--- src/rtl/pclk_pkg.sv ---
package pclk_pkg;
  // Fixed part of every pixel period, in master clocks.
  localparam int BASE_PERIOD = 2;
  // Default field widths and limit.
  localparam int DEF_SPD_W   = 5;
  localparam int DEF_SHF_W   = 4;
  localparam int DEF_SPD_MAX = 21;

  // Registered output bundle of the shaper.
  typedef struct packed {
    logic clk;
    logic adv;
    logic chg;
  } pclk_out_t;
endpackage

--- src/rtl/pclk_rate.sv ---
module pclk_rate #(
  parameter int SPD_W   = pclk_pkg::DEF_SPD_W,
  parameter int SPD_MAX = pclk_pkg::DEF_SPD_MAX,
  parameter int CNT_W   = 5
) (
  input  logic             clk,
  input  logic             rst_n,
  input  logic [SPD_W-1:0] speed_in,
  input  logic             wrap,
  output logic [CNT_W-1:0] per_q,
  output logic [CNT_W-1:0] per_nxt,
  output logic             chg_nxt
);
  localparam logic [SPD_W-1:0] LIMIT = SPD_W'(SPD_MAX);
  localparam logic [CNT_W-1:0] BASE  = CNT_W'(pclk_pkg::BASE_PERIOD);

  logic [SPD_W-1:0] spd_lim;
  logic [CNT_W-1:0] per_cand;

  // Saturate the requested extension, then form the candidate period.
  always_comb begin
    spd_lim  = (speed_in > LIMIT) ? LIMIT : speed_in;
    per_cand = BASE + CNT_W'(spd_lim);
  end

  // Adopt only at the period end; flag a differing adoption.
  always_comb begin
    per_nxt = wrap ? per_cand : per_q;
    chg_nxt = wrap && (per_cand != per_q);
  end

  always_ff @(posedge clk or negedge rst_n) begin
    if (!rst_n) per_q <= BASE;
    else        per_q <= per_nxt;
  end
endmodule

--- src/rtl/pclk_count.sv ---
module pclk_count #(
  parameter int CNT_W = 5
) (
  input  logic             clk,
  input  logic             rst_n,
  input  logic [CNT_W-1:0] per_q,
  output logic [CNT_W-1:0] cnt_q,
  output logic [CNT_W-1:0] cnt_nxt,
  output logic             wrap
);
  // Last cycle of the current period.
  always_comb begin
    wrap    = (cnt_q == per_q - CNT_W'(1));
    cnt_nxt = wrap ? '0 : cnt_q + CNT_W'(1);
  end

  always_ff @(posedge clk or negedge rst_n) begin
    if (!rst_n) cnt_q <= '0;
    else        cnt_q <= cnt_nxt;
  end
endmodule

--- src/rtl/pclk_shape.sv ---
module pclk_shape #(
  parameter int SHF_W = pclk_pkg::DEF_SHF_W,
  parameter int CNT_W = 5
) (
  input  logic             clk,
  input  logic             rst_n,
  input  logic [SHF_W-1:0] shift_in,
  input  logic             wrap,
  input  logic [CNT_W-1:0] cnt_nxt,
  input  logic [CNT_W-1:0] per_nxt,
  input  logic             chg_nxt,
  output logic [CNT_W-1:0] sh_q,
  output pclk_pkg::pclk_out_t out_q
);
  localparam int PH_W      = CNT_W + 1;
  localparam int MOD_STEPS = (1 << SHF_W) / 2;
  localparam int WIDE_W    = (SHF_W > CNT_W) ? SHF_W : CNT_W;

  logic [CNT_W-1:0] sh_nxt;
  logic [PH_W-1:0]  ph;
  logic [PH_W-1:0]  hi_len;
  logic             clk_nxt;

  // Reduce the shift modulo a period of at least two clocks.
  function automatic logic [CNT_W-1:0] reduce(input logic [SHF_W-1:0] s,
                                              input logic [CNT_W-1:0] p);
    logic [WIDE_W-1:0] r;
    r = WIDE_W'(s);
    for (int i = 0; i < MOD_STEPS; i++) begin
      if (r >= WIDE_W'(p)) r = r - WIDE_W'(p);
    end
    return CNT_W'(r);
  endfunction

  always_comb begin
    sh_nxt = wrap ? reduce(shift_in, per_nxt) : sh_q;
    if (cnt_nxt >= sh_nxt)
      ph = PH_W'(cnt_nxt) - PH_W'(sh_nxt);
    else
      ph = PH_W'(cnt_nxt) + PH_W'(per_nxt) - PH_W'(sh_nxt);
    hi_len  = (PH_W'(per_nxt) + PH_W'(1)) >> 1;
    clk_nxt = (ph < hi_len);
  end

  always_ff @(posedge clk or negedge rst_n) begin
    if (!rst_n) begin
      sh_q      <= '0;
      out_q.clk <= 1'b1;
      out_q.adv <= 1'b1;
      out_q.chg <= 1'b0;
    end else begin
      sh_q      <= sh_nxt;
      out_q.clk <= clk_nxt;
      out_q.adv <= (cnt_nxt == '0);
      out_q.chg <= chg_nxt;
    end
  end
endmodule

--- src/rtl/pixclk_gen.sv ---
module pixclk_gen #(
  parameter int SPD_W   = pclk_pkg::DEF_SPD_W,
  parameter int SHF_W   = pclk_pkg::DEF_SHF_W,
  parameter int SPD_MAX = pclk_pkg::DEF_SPD_MAX
) (
  input  logic             clk,
  input  logic             rst_n,
  input  logic [SPD_W-1:0] speed_in,
  input  logic [SHF_W-1:0] shift_in,
  output logic             pix_clk,
  output logic             adv_stb,
  output logic             speed_chg
);
  localparam int CNT_W = $clog2(SPD_MAX + pclk_pkg::BASE_PERIOD + 1);

  logic [CNT_W-1:0] per_q, per_nxt, cnt_q, cnt_nxt, sh_q;
  logic             wrap, chg_nxt;
  pclk_pkg::pclk_out_t out_q;

  pclk_rate #(.SPD_W(SPD_W), .SPD_MAX(SPD_MAX), .CNT_W(CNT_W)) u_rate (
    .clk(clk), .rst_n(rst_n), .speed_in(speed_in), .wrap(wrap),
    .per_q(per_q), .per_nxt(per_nxt), .chg_nxt(chg_nxt)
  );

  pclk_count #(.CNT_W(CNT_W)) u_count (
    .clk(clk), .rst_n(rst_n), .per_q(per_q),
    .cnt_q(cnt_q), .cnt_nxt(cnt_nxt), .wrap(wrap)
  );

  pclk_shape #(.SHF_W(SHF_W), .CNT_W(CNT_W)) u_shape (
    .clk(clk), .rst_n(rst_n), .shift_in(shift_in), .wrap(wrap),
    .cnt_nxt(cnt_nxt), .per_nxt(per_nxt), .chg_nxt(chg_nxt),
    .sh_q(sh_q), .out_q(out_q)
  );

  assign pix_clk   = out_q.clk;
  assign adv_stb   = out_q.adv;
  assign speed_chg = out_q.chg;
endmodule

--- config.mk ---
export PLATFORM = sky130hd
export DESIGN_NAME = pixclk_gen
export DESIGN_NICKNAME = d
export VERILOG_FILES = /design/src/rtl/pclk_pkg.sv /design/src/rtl/pclk_rate.sv /design/src/rtl/pclk_count.sv /design/src/rtl/pclk_shape.sv /design/src/rtl/pixclk_gen.sv
export SDC_FILE = /design/constraint.sdc
export NUM_CORES = 1
export LEC_CHECK = 0
export ABC_CLOCK_PERIOD_IN_PS = 34800
export CORE_MARGIN = 5
export CORE_UTILIZATION = 35
export DETAILED_ROUTE_END_ITERATION = 10
export DONT_BUFFER_PORTS = 1
export RECOVER_POWER = 25
export SETUP_SLACK_MARGIN = 0.2
export SLEW_MARGIN = 20
export SYNTH_ARGS = -nofsm -noshare
export SYNTH_HDL_FRONTEND = slang
export SYNTH_SLANG_ARGS = --single-unit
--- constraint.sdc ---
create_clock -name clk -period 34.8 [get_ports clk]
set_input_delay 3.48 -clock clk [delete_from_list [all_inputs] [get_ports clk]]
set_output_delay 3.48 -clock clk [all_outputs]
set_load 0.03 [all_outputs]
# == Word-level counts from Yosys, hierarchy flattened ==
# Cells that the tools add are included.
# word_totals
reg_bits,18
input_bits,11
out_inout_bits,3
# op_classes
addsub,15
n_lt_le_gt_ge,11
eq_ne,2
muxes,13
reduce_logical,2
# op_table
cell,n
5-bit 2-to-1 mux,12
5-bit greater-or-equal comparator,8
5-bit subtractor,7
"5-bit by 1-bit adder with 6-bit output, second input constant",1
5-bit by 5-bit adder with 6-bit output,1
6-bit by 5-bit < comparator with 1-bit output,1
6-bit 2-to-1 mux,1
5-bit by 5-bit subtractor with 6-bit output,1
6-bit by 5-bit subtractor with 6-bit output,1
"2-bit by 5-bit adder with 5-bit output, first input constant",1
"5-bit by 1-bit adder with 5-bit output, second input constant",1
5-bit equality test,1
4-bit by 5-bit greater-or-equal comparator with 1-bit output,1
"5-bit > comparator, second input constant",1
5-bit zero test,1
5-bit != test,1
4-bit by 5-bit subtractor with 5-bit output,1
"5-bit by 1-bit subtractor with 5-bit output, second input constant",1
1-bit logical AND,1

# == Logic depth before layout (Yosys ltp) ==
# Gate-level depths: netlist of run 1.
# depth
word_depth,24
mapped_depth,91
mapped_depth_nobuf,85

# == Cells and area by module ==
# Synthesis of run 1 repeated with hierarchy kept, for this count alone.
# hier_totals
cells_unflattened,470
area_unflattened_um2,4037.6
# by_module_without_submodules
mod,n_inst,cells_each,area_per_inst_um2,seq_area_each_um2
pclk_shape,1,391,3284.4,202.7
pclk_count,1,39,396.6,125.1
pclk_rate,1,40,356.6,126.4

# == Least setup slack after synthesis of run 1 ==
# No wires, ideal clock.
# synth_timing
kind,input -> register
startpoint,input speed_in[2]
endpoint,register u_shape.out_q[2] (netlist name)
setup_time_ns,0.060
t_arrival_ns,19.262
setup_slack_ns,15.478
path_stages,79
cell_sequence,a21oi_1 > nor2b_1 > or2_2 > ha_1 > xnor2_1 > nor2_1 > a21oi_1 > ha_1 > nand2_1 > a2111oi_0 > nor3_1 > a21oi_1 > mux2_2 > ha_1 > nand2b_1 > a21o_1 > a21o_1 > a21oi_1 > (+43 left out) > nor2_1 > a31oi_1 > o21ai_0 > ha_1 > inv_1 > ha_1 > inv_1 > o21ai_0 > nand2_1 > or4b_4 > o21ai_2 > mux2i_1 > ha_1 > a21o_1 > a21o_1 > a21oi_1 > o41a_1 > o211a_1
# synth_between
elab_chain_len,24
# synth_rtl
item,line_no,text
start: declaration,pixclk_gen.sv:8,"input logic [SPD_W-1:0] speed_in,"
5-bit > comparator,pclk_rate.sv:22,spd_lim = (speed_in > LIMIT) ? LIMIT : speed_in;
5-bit 2-to-1 mux (*),pclk_rate.sv:22,
2-bit by 5-bit adder with 5-bit output (*),pclk_rate.sv:23,per_cand = BASE + CNT_W'(spd_lim);
5-bit 2-to-1 mux (*),pclk_rate.sv:28,per_nxt = wrap ? per_cand : per_q;
4-bit by 5-bit subtractor with 5-bit output / 4-bit by 5-bit greater-or-equal comparator with 1-bit output (equally long branches),pclk_shape.sv:30,if (r >= WIDE_W'(p)) r = r - WIDE_W'(p);
5-bit 2-to-1 mux,pclk_shape.sv:30,
5-bit subtractor / 5-bit greater-or-equal comparator (equally long branches),pclk_shape.sv:30,
5-bit 2-to-1 mux,pclk_shape.sv:30,
(+10 left out),n/a,
5-bit subtractor / 5-bit greater-or-equal comparator (equally long branches),pclk_shape.sv:30,
5-bit 2-to-1 mux (*),pclk_shape.sv:30,
5-bit 2-to-1 mux (*),pclk_shape.sv:36,"sh_nxt = wrap ? reduce(shift_in, per_nxt) : sh_q;"
via u_shape.sh_nxt[0],pclk_shape.sv:19,logic [CNT_W-1:0] sh_nxt;
"6-bit by 5-bit subtractor with 6-bit output, or another cell as far along",pclk_shape.sv:40,ph = PH_W'(cnt_nxt) + PH_W'(per_nxt) - PH_W'(sh_nxt);
6-bit 2-to-1 mux (*),pclk_shape.sv:37,if (cnt_nxt >= sh_nxt)
6-bit by 5-bit < comparator with 1-bit output (*),pclk_shape.sv:42,clk_nxt = (ph < hi_len);
via u_shape.clk_nxt,pclk_shape.sv:22,logic clk_nxt;
# The timed path passes the listed nets; every way through them passes the cells marked *.

# == Worst setup path in the final report of run 1 ==
# layout_timing
startpoint,input speed_in[2]
endpoint,register u_shape.out_q[2] (netlist name)
# layout_between
elab_chain_len,24
# layout_rtl
item,line_no
5-bit > comparator,pclk_rate.sv:22
5-bit 2-to-1 mux (*),pclk_rate.sv:22
2-bit by 5-bit adder with 5-bit output (*),pclk_rate.sv:23
5-bit 2-to-1 mux (*),pclk_rate.sv:28
4-bit by 5-bit subtractor with 5-bit output / 4-bit by 5-bit greater-or-equal comparator with 1-bit output (equally long branches),pclk_shape.sv:30
5-bit 2-to-1 mux,pclk_shape.sv:30
5-bit subtractor / 5-bit greater-or-equal comparator (equally long branches),pclk_shape.sv:30
5-bit 2-to-1 mux,pclk_shape.sv:30
(+10 left out),n/a
5-bit subtractor / 5-bit greater-or-equal comparator (equally long branches),pclk_shape.sv:30
5-bit 2-to-1 mux (*),pclk_shape.sv:30
5-bit 2-to-1 mux (*),pclk_shape.sv:36
via u_shape.sh_nxt[0],pclk_shape.sv:19
"6-bit by 5-bit subtractor with 6-bit output, or another cell as far along",pclk_shape.sv:40
6-bit 2-to-1 mux (*),pclk_shape.sv:37
6-bit by 5-bit < comparator with 1-bit output (*),pclk_shape.sv:42
via u_shape.clk_nxt,pclk_shape.sv:22
# Marks and branches as above.

==> metrics.md, run 1 <==
| Metric | Value |
|---|---|
| Status | `completed` |
| Critical path fanouts, max | `12` |
| DR iter-0 viols | `a little under 200` |
| Most common cell on crit path | `ha_1` |
| Fillers | `about 1300` |
| Clk pin slew, worst setup/hold paths | `0.05 ns` |
| Worst-skew pair later-pin latency | `0.25 ns` |
| Post-CTS Resized | `0` |
| Pre-antenna DRT Iters | `5` |
| Cells after Synth | `~560` |
| Core area | `12100 um2` |
| Total clock sinks | `18` |
| DP Wirelength | `around 9000 um` |
| GRT Total Usage | `around 16%` |
| Die area | `roughly 15000 um2` |
| RSZ-0062 raised after global routing | `false` |
| Seq/Total Area, Yosys | `between 10% and 20%` |
| DRT Wirelength | `11400 um` |
| Synth-to-layout area growth | `5.27%` |
| Pre-CTS WS | `roughly 13 ns` |
| Initial Util | `a little over a third` |
| Max Fclk | `approximately 47 MHz` |
| Largest net degree at the start of global routing | `25` |
| Slew @ Worst Pin | `between 1 and 1.5 ns` |
| Die height | `~120 um` |
| Post-synth top area cell | `ha_1` |
| Startpoint Class | `primary input` |
| Slowest stage delay, CP | `0.60 ns` |
| Longest Clk Path Bufs | `2` |
| Setup CP Type | `primary input to flip-flop` |
| Placed Instances | `between 700 and 800` |
| Final setup fails | `0` |
| Synth warnings | `0` |
| Vias in the first global route | `around 3900` |
| Avg WL per Cell | `about 16 um` |
| Mapped Nets | `630` |
| Initial antenna violation count | `0` |
| Grt total ovfl | `0` |
| Worst EP arrival | `between 20 and 25 ns` |
| Std cell rows | `40` |
| Share of the synthesized area in the top cell type | `between 15 and 20%` |
| Mean Syn Cell Area | `7.82 um2` |
| I/O Pins | `14` |
| Worst hold path class | `flip-flop to flip-flop` |
| Rel. slew slack | `between 30 and 40%` |
| Min Tclk post-route | `around 21 ns` |
| TNS Setup | `0 ns` |
| Hold-fix buffers, CTS | `0` |
| Max-Cap Viols | `0` |
| GP Congestion | `~0.93` |
| Synth top cells by count | `55 x ha_1, 51 x nand2_1, 47 x inv_1` |
| Yosys reg bits | `18` |
| N_diodes | `0` |
| Vias per std cell | `roughly 5.7` |
| Final cycle utilization of the critical path | `between 60 and 70%` |
| Max H-tree Level | `1` |
| Slew Viols, Final | `0` |
| Die Wd | `~120 um` |
| Vias | `~4100` |
| Share of layout cells above drive strength 1 | `under 10%` |
| Hold path cells | `2` |
| Non-filler cells, final | `between 700 and 800` |
| Post-synth top flop | `dfrtp_1` |
| CP required | `~35 ns` |
| Most frequent cell after synthesis | `ha_1` |
| Most area-consuming cells after synthesis | `ha_1 16%, dfrtp_1 8.6%, xnor2_1 7.2%, a21oi_1 5.0%, a21o_1 4.5%` |
| Slowest CP cell | `o21ai_1` |
| EDFF count, synth | `0` |
| CP Capture Type | `flip-flop` |
| CTS Root Cell | `clkbuf_16` |
| Final Hold Vio Count | `0` |
| First-pass GRT wire length | `19100 um` |
| DR DRC count | `0` |
| Routed Antenna Nets | `0` |
| Num CTS Buffers | `3` |
| TritonCTS clock tree | `done` |
| Nets | `622` |
| Final setup margin | `between 10 and 15 ns` |
| I/O Buffers | `0` |
| Worst reg-to-reg path cell count | `79` |
| Finished Core Util | `between 30% and 40%` |
| Synthesized area | `roughly 4400 um2` |
| Clk_skew | `~0.0028 ns` |
| Post-synth ARST share | `between 90% and 100%` |
| Setup Buffers After CTS | `0` |
| Netlist cell types | `81` |
## metal layers
metal	wire [um]	share of wire [%]	track usage (%)
met1	5430	48	21.9
met2	5130	45	25.3
met5	0	0	0
met4	221	1.9	3.43
met3	601	5.3	1.86
## path summary, 6_finish.rpt
| path | start | end | slack, ns |
|---|---|---|---|
| min reg2reg | u_shape.sh_q[0] | u_shape.sh_q[0] | 0.52 |
| max | speed_in[2] | u_shape.out_q[2] | 13.57 |
| min in group asynchronous | rst_n | u_shape.sh_q[4] | 2.92 |
| max reg2reg | u_rate.per_q[1] | u_shape.out_q[2] | 15.05 |
| max in group asynchronous | rst_n | u_shape.out_q[1] | 31.71 |
| min | u_shape.sh_q[0] | u_shape.sh_q[0] | 0.52 |
## sequential cells by signal, summed over array words and instances, names as in the netlist
| signal | flops |
|---|---|
| u_shape.sh_q | 5 |
| u_shape.out_q | 3 |
| u_count.cnt_q | 5 |
| u_rate.per_q | 5 |
## cell usage in the layout (no fill, tap or decap), types with 9 or more instances in the layout
cell	netlist	routed
xnor2_1	36	36
xor2_1	19	19
mux2_2	13	13
nor3_1	9	9
a31oi_1	9	9
a21oi_1	44	44
a21o_1	26	26
nor2_1	33	33
nand2_1	51	51
dfrtp_1	15	15
inv_1	47	48
nand3_1	11	11
ha_1	55	55
o21ai_0	21	20
## area by class of cell
class                   instances  area (um2)  area share (%)
inverters                      49         184            4.00
well taps                     168         210            4.57
clock buffers                   4        88.8            1.93
flip-flops and latches         18         454            9.87
multi-input cells             475        3640            79.1
repair buffers                  4        26.3           0.571
## critical path: cells and delay by family
kind / cells / cell delay (ns)
mux: 6 / 2.24
compound gates: 37 / 8.44
xor+xnor: 2 / 0.32
simple gates: 17 / 3.05
fa+ha+maj: 12 / 3.35
buf+inv: 4 / 0.56
## through the flow
step | area, um2 | hold WS (ns)
floorplan | 4370 | 0.463
global placement | 4520 | 0.502
detailed placement | 4520 | 0.519
CTS | 4600 | 0.531
global route | 4600 | 0.537
finish | 4600 | 0.523
## cell families (layout without fill, tap and decap cells)
kind of cell | count (synthesis) | in the layout | synth area share (%)
and+or+nand+nor | 148 | 148 | 16.4
AOI/OAI and AO/OA | 186 | 186 | 31.0
DFF | 18 | 18 | 10.4
adders and majority gates | 64 | 64 | 19.0
buffers and inverters | 66 | 57 | 6.38
muxes | 22 | 22 | 5.81
xor gates and xnor gates | 55 | 55 | 11.0
Power of run 1 is not shown: default switching activity piles up to over one toggle a cycle in this logic, so the estimate is an artifact.
==> run 2, diff against run 1 <==
--- a/config.mk
+++ b/config.mk
@@ -5,7 +5,7 @@
 export SDC_FILE = /design/constraint.sdc
 export NUM_CORES = 1
 export LEC_CHECK = 0
-export ABC_CLOCK_PERIOD_IN_PS = 34800
+export ABC_CLOCK_PERIOD_IN_PS = 21900
 export CORE_MARGIN = 5
 export CORE_UTILIZATION = 35
 export DETAILED_ROUTE_END_ITERATION = 10
==> constraint.sdc (replaced) <==
create_clock -name clk -period 21.9 [get_ports clk]
set_input_delay 2.19 -clock clk [delete_from_list [all_inputs] [get_ports clk]]
set_output_delay 2.19 -clock clk [all_outputs]
set_load 0.03 [all_outputs]
==> run 2 against run 1 <==
Non-clock buffer count is the same. Critical path type unchanged. Clock skew rose by 0.0021 ns. Die area is the same. Utilization barely moved. Final cell count unchanged. Critical path depth unchanged. Worst hold slack lost 0.022 ns. Global-route usage rose by 0.42 points. Count of clock-buffer cells in the layout unchanged.
==> metrics.md, run 2 (synthesis gave the netlist of run 1 again) <==
| Metric | Value |
|---|---|
| Pre-antenna DRT Iters | `6 (+1)` |
| GP Congestion | `0.881 (-5.3%)` |
| Rel. slew slack | `49.5% (+16 points)` |
| RSZ-0062 raised after global routing | `false` |
| Critical path fanouts, max | `12 (unchanged)` |
| Most common cell after layout, fill and taps aside | `ha_1` |
| Startpoint Class | `primary input` |
| Vias in the first global route | `4122 (+5.7%)` |
| Grt total ovfl | `0 (unchanged)` |
| Setup Buffers After CTS | `0 (unchanged)` |
| Initial antenna violation count | `0 (unchanged)` |
| First-pass GRT wire length | `19600 um (+2.6%)` |
| Longest Clk Path Bufs | `2 (unchanged)` |
| N_diodes | `0 (unchanged)` |
| Slew Viols, Final | `0 (unchanged)` |
| Max-Cap Viols | `0 (unchanged)` |
| Nets | `622 (unchanged)` |
| GRT Total Usage | `15.9% (+0.42 points)` |
| Share of layout cells above drive strength 1 | `8.91% (+0.55 points)` |
| I/O Buffers | `0 (unchanged)` |
| Initial Util | `36.1% (unchanged)` |
| Slew @ Worst Pin | `0.753 ns (-0.247 ns)` |
| Final setup fails | `0 (unchanged)` |
| Hold-fix buffers, CTS | `0 (unchanged)` |
| TNS Setup | `0 ns (unchanged)` |
| Status | `completed` |
| Largest net degree at the start of global routing | `25 (unchanged)` |
| Pre-CTS WS | `1.57 ns (-11.77 ns)` |
| Biggest regs | `u_count.cnt_q (5), u_rate.per_q (5), u_shape.sh_q (5)` |
| Routed Antenna Nets | `0 (unchanged)` |
| Total clock sinks | `18 (unchanged)` |
| CTS Root Cell | `clkbuf_16` |
| Core area | `12100 um2 (unchanged)` |
| Max H-tree Level | `1 (unchanged)` |
| Synth-to-layout area growth | `5.35% (about the same)` |
| DP Wirelength | `9450 um (+4.5%)` |
| Max Fclk | `50.3 MHz` |
| Post-CTS Resized | `0 (unchanged)` |
| Clk pin slew, worst setup/hold paths | `0.06 ns (about the same)` |
| DR iter-0 viols | `254 (+32%)` |
| Most common cell on crit path | `ha_1` |
| Final cycle utilization of the critical path | `about 90%` |
| Min Tclk post-route | `slightly below 20 ns` |
| Die Wd | `122 um (unchanged)` |
| Num CTS Buffers | `3 (unchanged)` |
| Most frequent cells in the layout | `55 x ha_1, 51 x nand2_1, 47 x inv_1, 44 x a21oi_1, 36 x xnor2_1` |
| Slowest stage delay, CP | `0.61 ns (about the same)` |
| Avg WL per Cell | `16.6 um (+4.7%)` |
| Clk_skew | `0.00490 ns (+0.00206 ns)` |
| Worst hold path class | `flip-flop to flip-flop` |
| Worst EP arrival | `20.08 ns (-1.33 ns)` |
| Non-filler cells, final | `718 (unchanged)` |
| Final Hold Vio Count | `0 (unchanged)` |
| CP required | `22.10 ns (-12.89 ns)` |
| Setup CP Type | `primary input to flip-flop` |
| Worst-skew pair later-pin latency | `0.26 ns (about the same)` |
| Placed Instances | `714 (unchanged)` |
| CP Capture Type | `flip-flop` |
| Final setup margin | `2.02 ns (-11.55 ns)` |
| TritonCTS clock tree | `done` |
| Vias | `4131 (+0.51%)` |
| Std cell rows | `40 (unchanged)` |
| DR DRC count | `0 (unchanged)` |
| Die height | `122 um (unchanged)` |
| Slowest CP cell | `o21ai_1` |
| Vias per std cell | `5.75 (+0.51%)` |
| Die area | `14800 um2 (unchanged)` |
| DRT Wirelength | `11900 um (+4.7%)` |
| I/O Pins | `14 (unchanged)` |
run 2: layout make-up:
class | count | area (um2)
clock buffers | 4 | 88.8
fillers | 1290 | 7510
inverters | 49 | 184
multi-input cells | 475 | 3640
flip-flops and latches | 18 | 454
well taps | 168 | 210
repair buffers | 4 | 30.0
run 2: metrics by stage:
stage	utilization (%)	hold slack [ns]	area (um2)
2_1_floorplan	-	0.463	4370
3_3_place_gp	37.3	0.489	4520
3_5_place_dp	37.3	0.496	4520
4_1_cts	38.0	0.509	4600
5_1_grt	38.0	0.548	4600
6_report	38.0	0.501	4600
run 2: critical path, delay by kind of cell:
kind / cells / cell delay, ns
AOI/OAI and AO/OA: 37 / 8.36
xor gates and xnor gates: 2 / 0.32
adders and majority gates: 12 / 3.31
buffers and inverters: 5 / 0.65
muxes: 5 / 1.91
and+or+nand+nor: 17 / 3.38
run 2: path summary, 6_finish.rpt:
kind / startpoint / to / slack [ns] / cells past startpoint
max in group asynchronous: rst_n / u_rate.per_q[1] / 20.10 / 0
worst max register to register: u_rate.per_q[1] / u_shape.out_q[2] / 2.88 / 79
worst max-delay path: speed_in[2] / u_shape.out_q[2] / 2.02 / 78
worst min register to register: u_shape.sh_q[0] / u_shape.sh_q[0] / 0.50 / 2
worst min-delay path: u_shape.sh_q[0] / u_shape.sh_q[0] / 0.50 / 2
min in group asynchronous: rst_n / u_shape.sh_q[0] / 1.62 / 0
run 2: per-layer routing:
metal / global-route usage (%) / vias up / wire, um
met1: 20.4 / 1972 / 5460
met3: 2.00 / 25 / 411
met4: 3.57 / 0 / 211
met5: 0 / - / 0
li1: - / 2038 / -
met2: 28.5 / 96 / 5830
Power of run 2 is left out for the same reason.
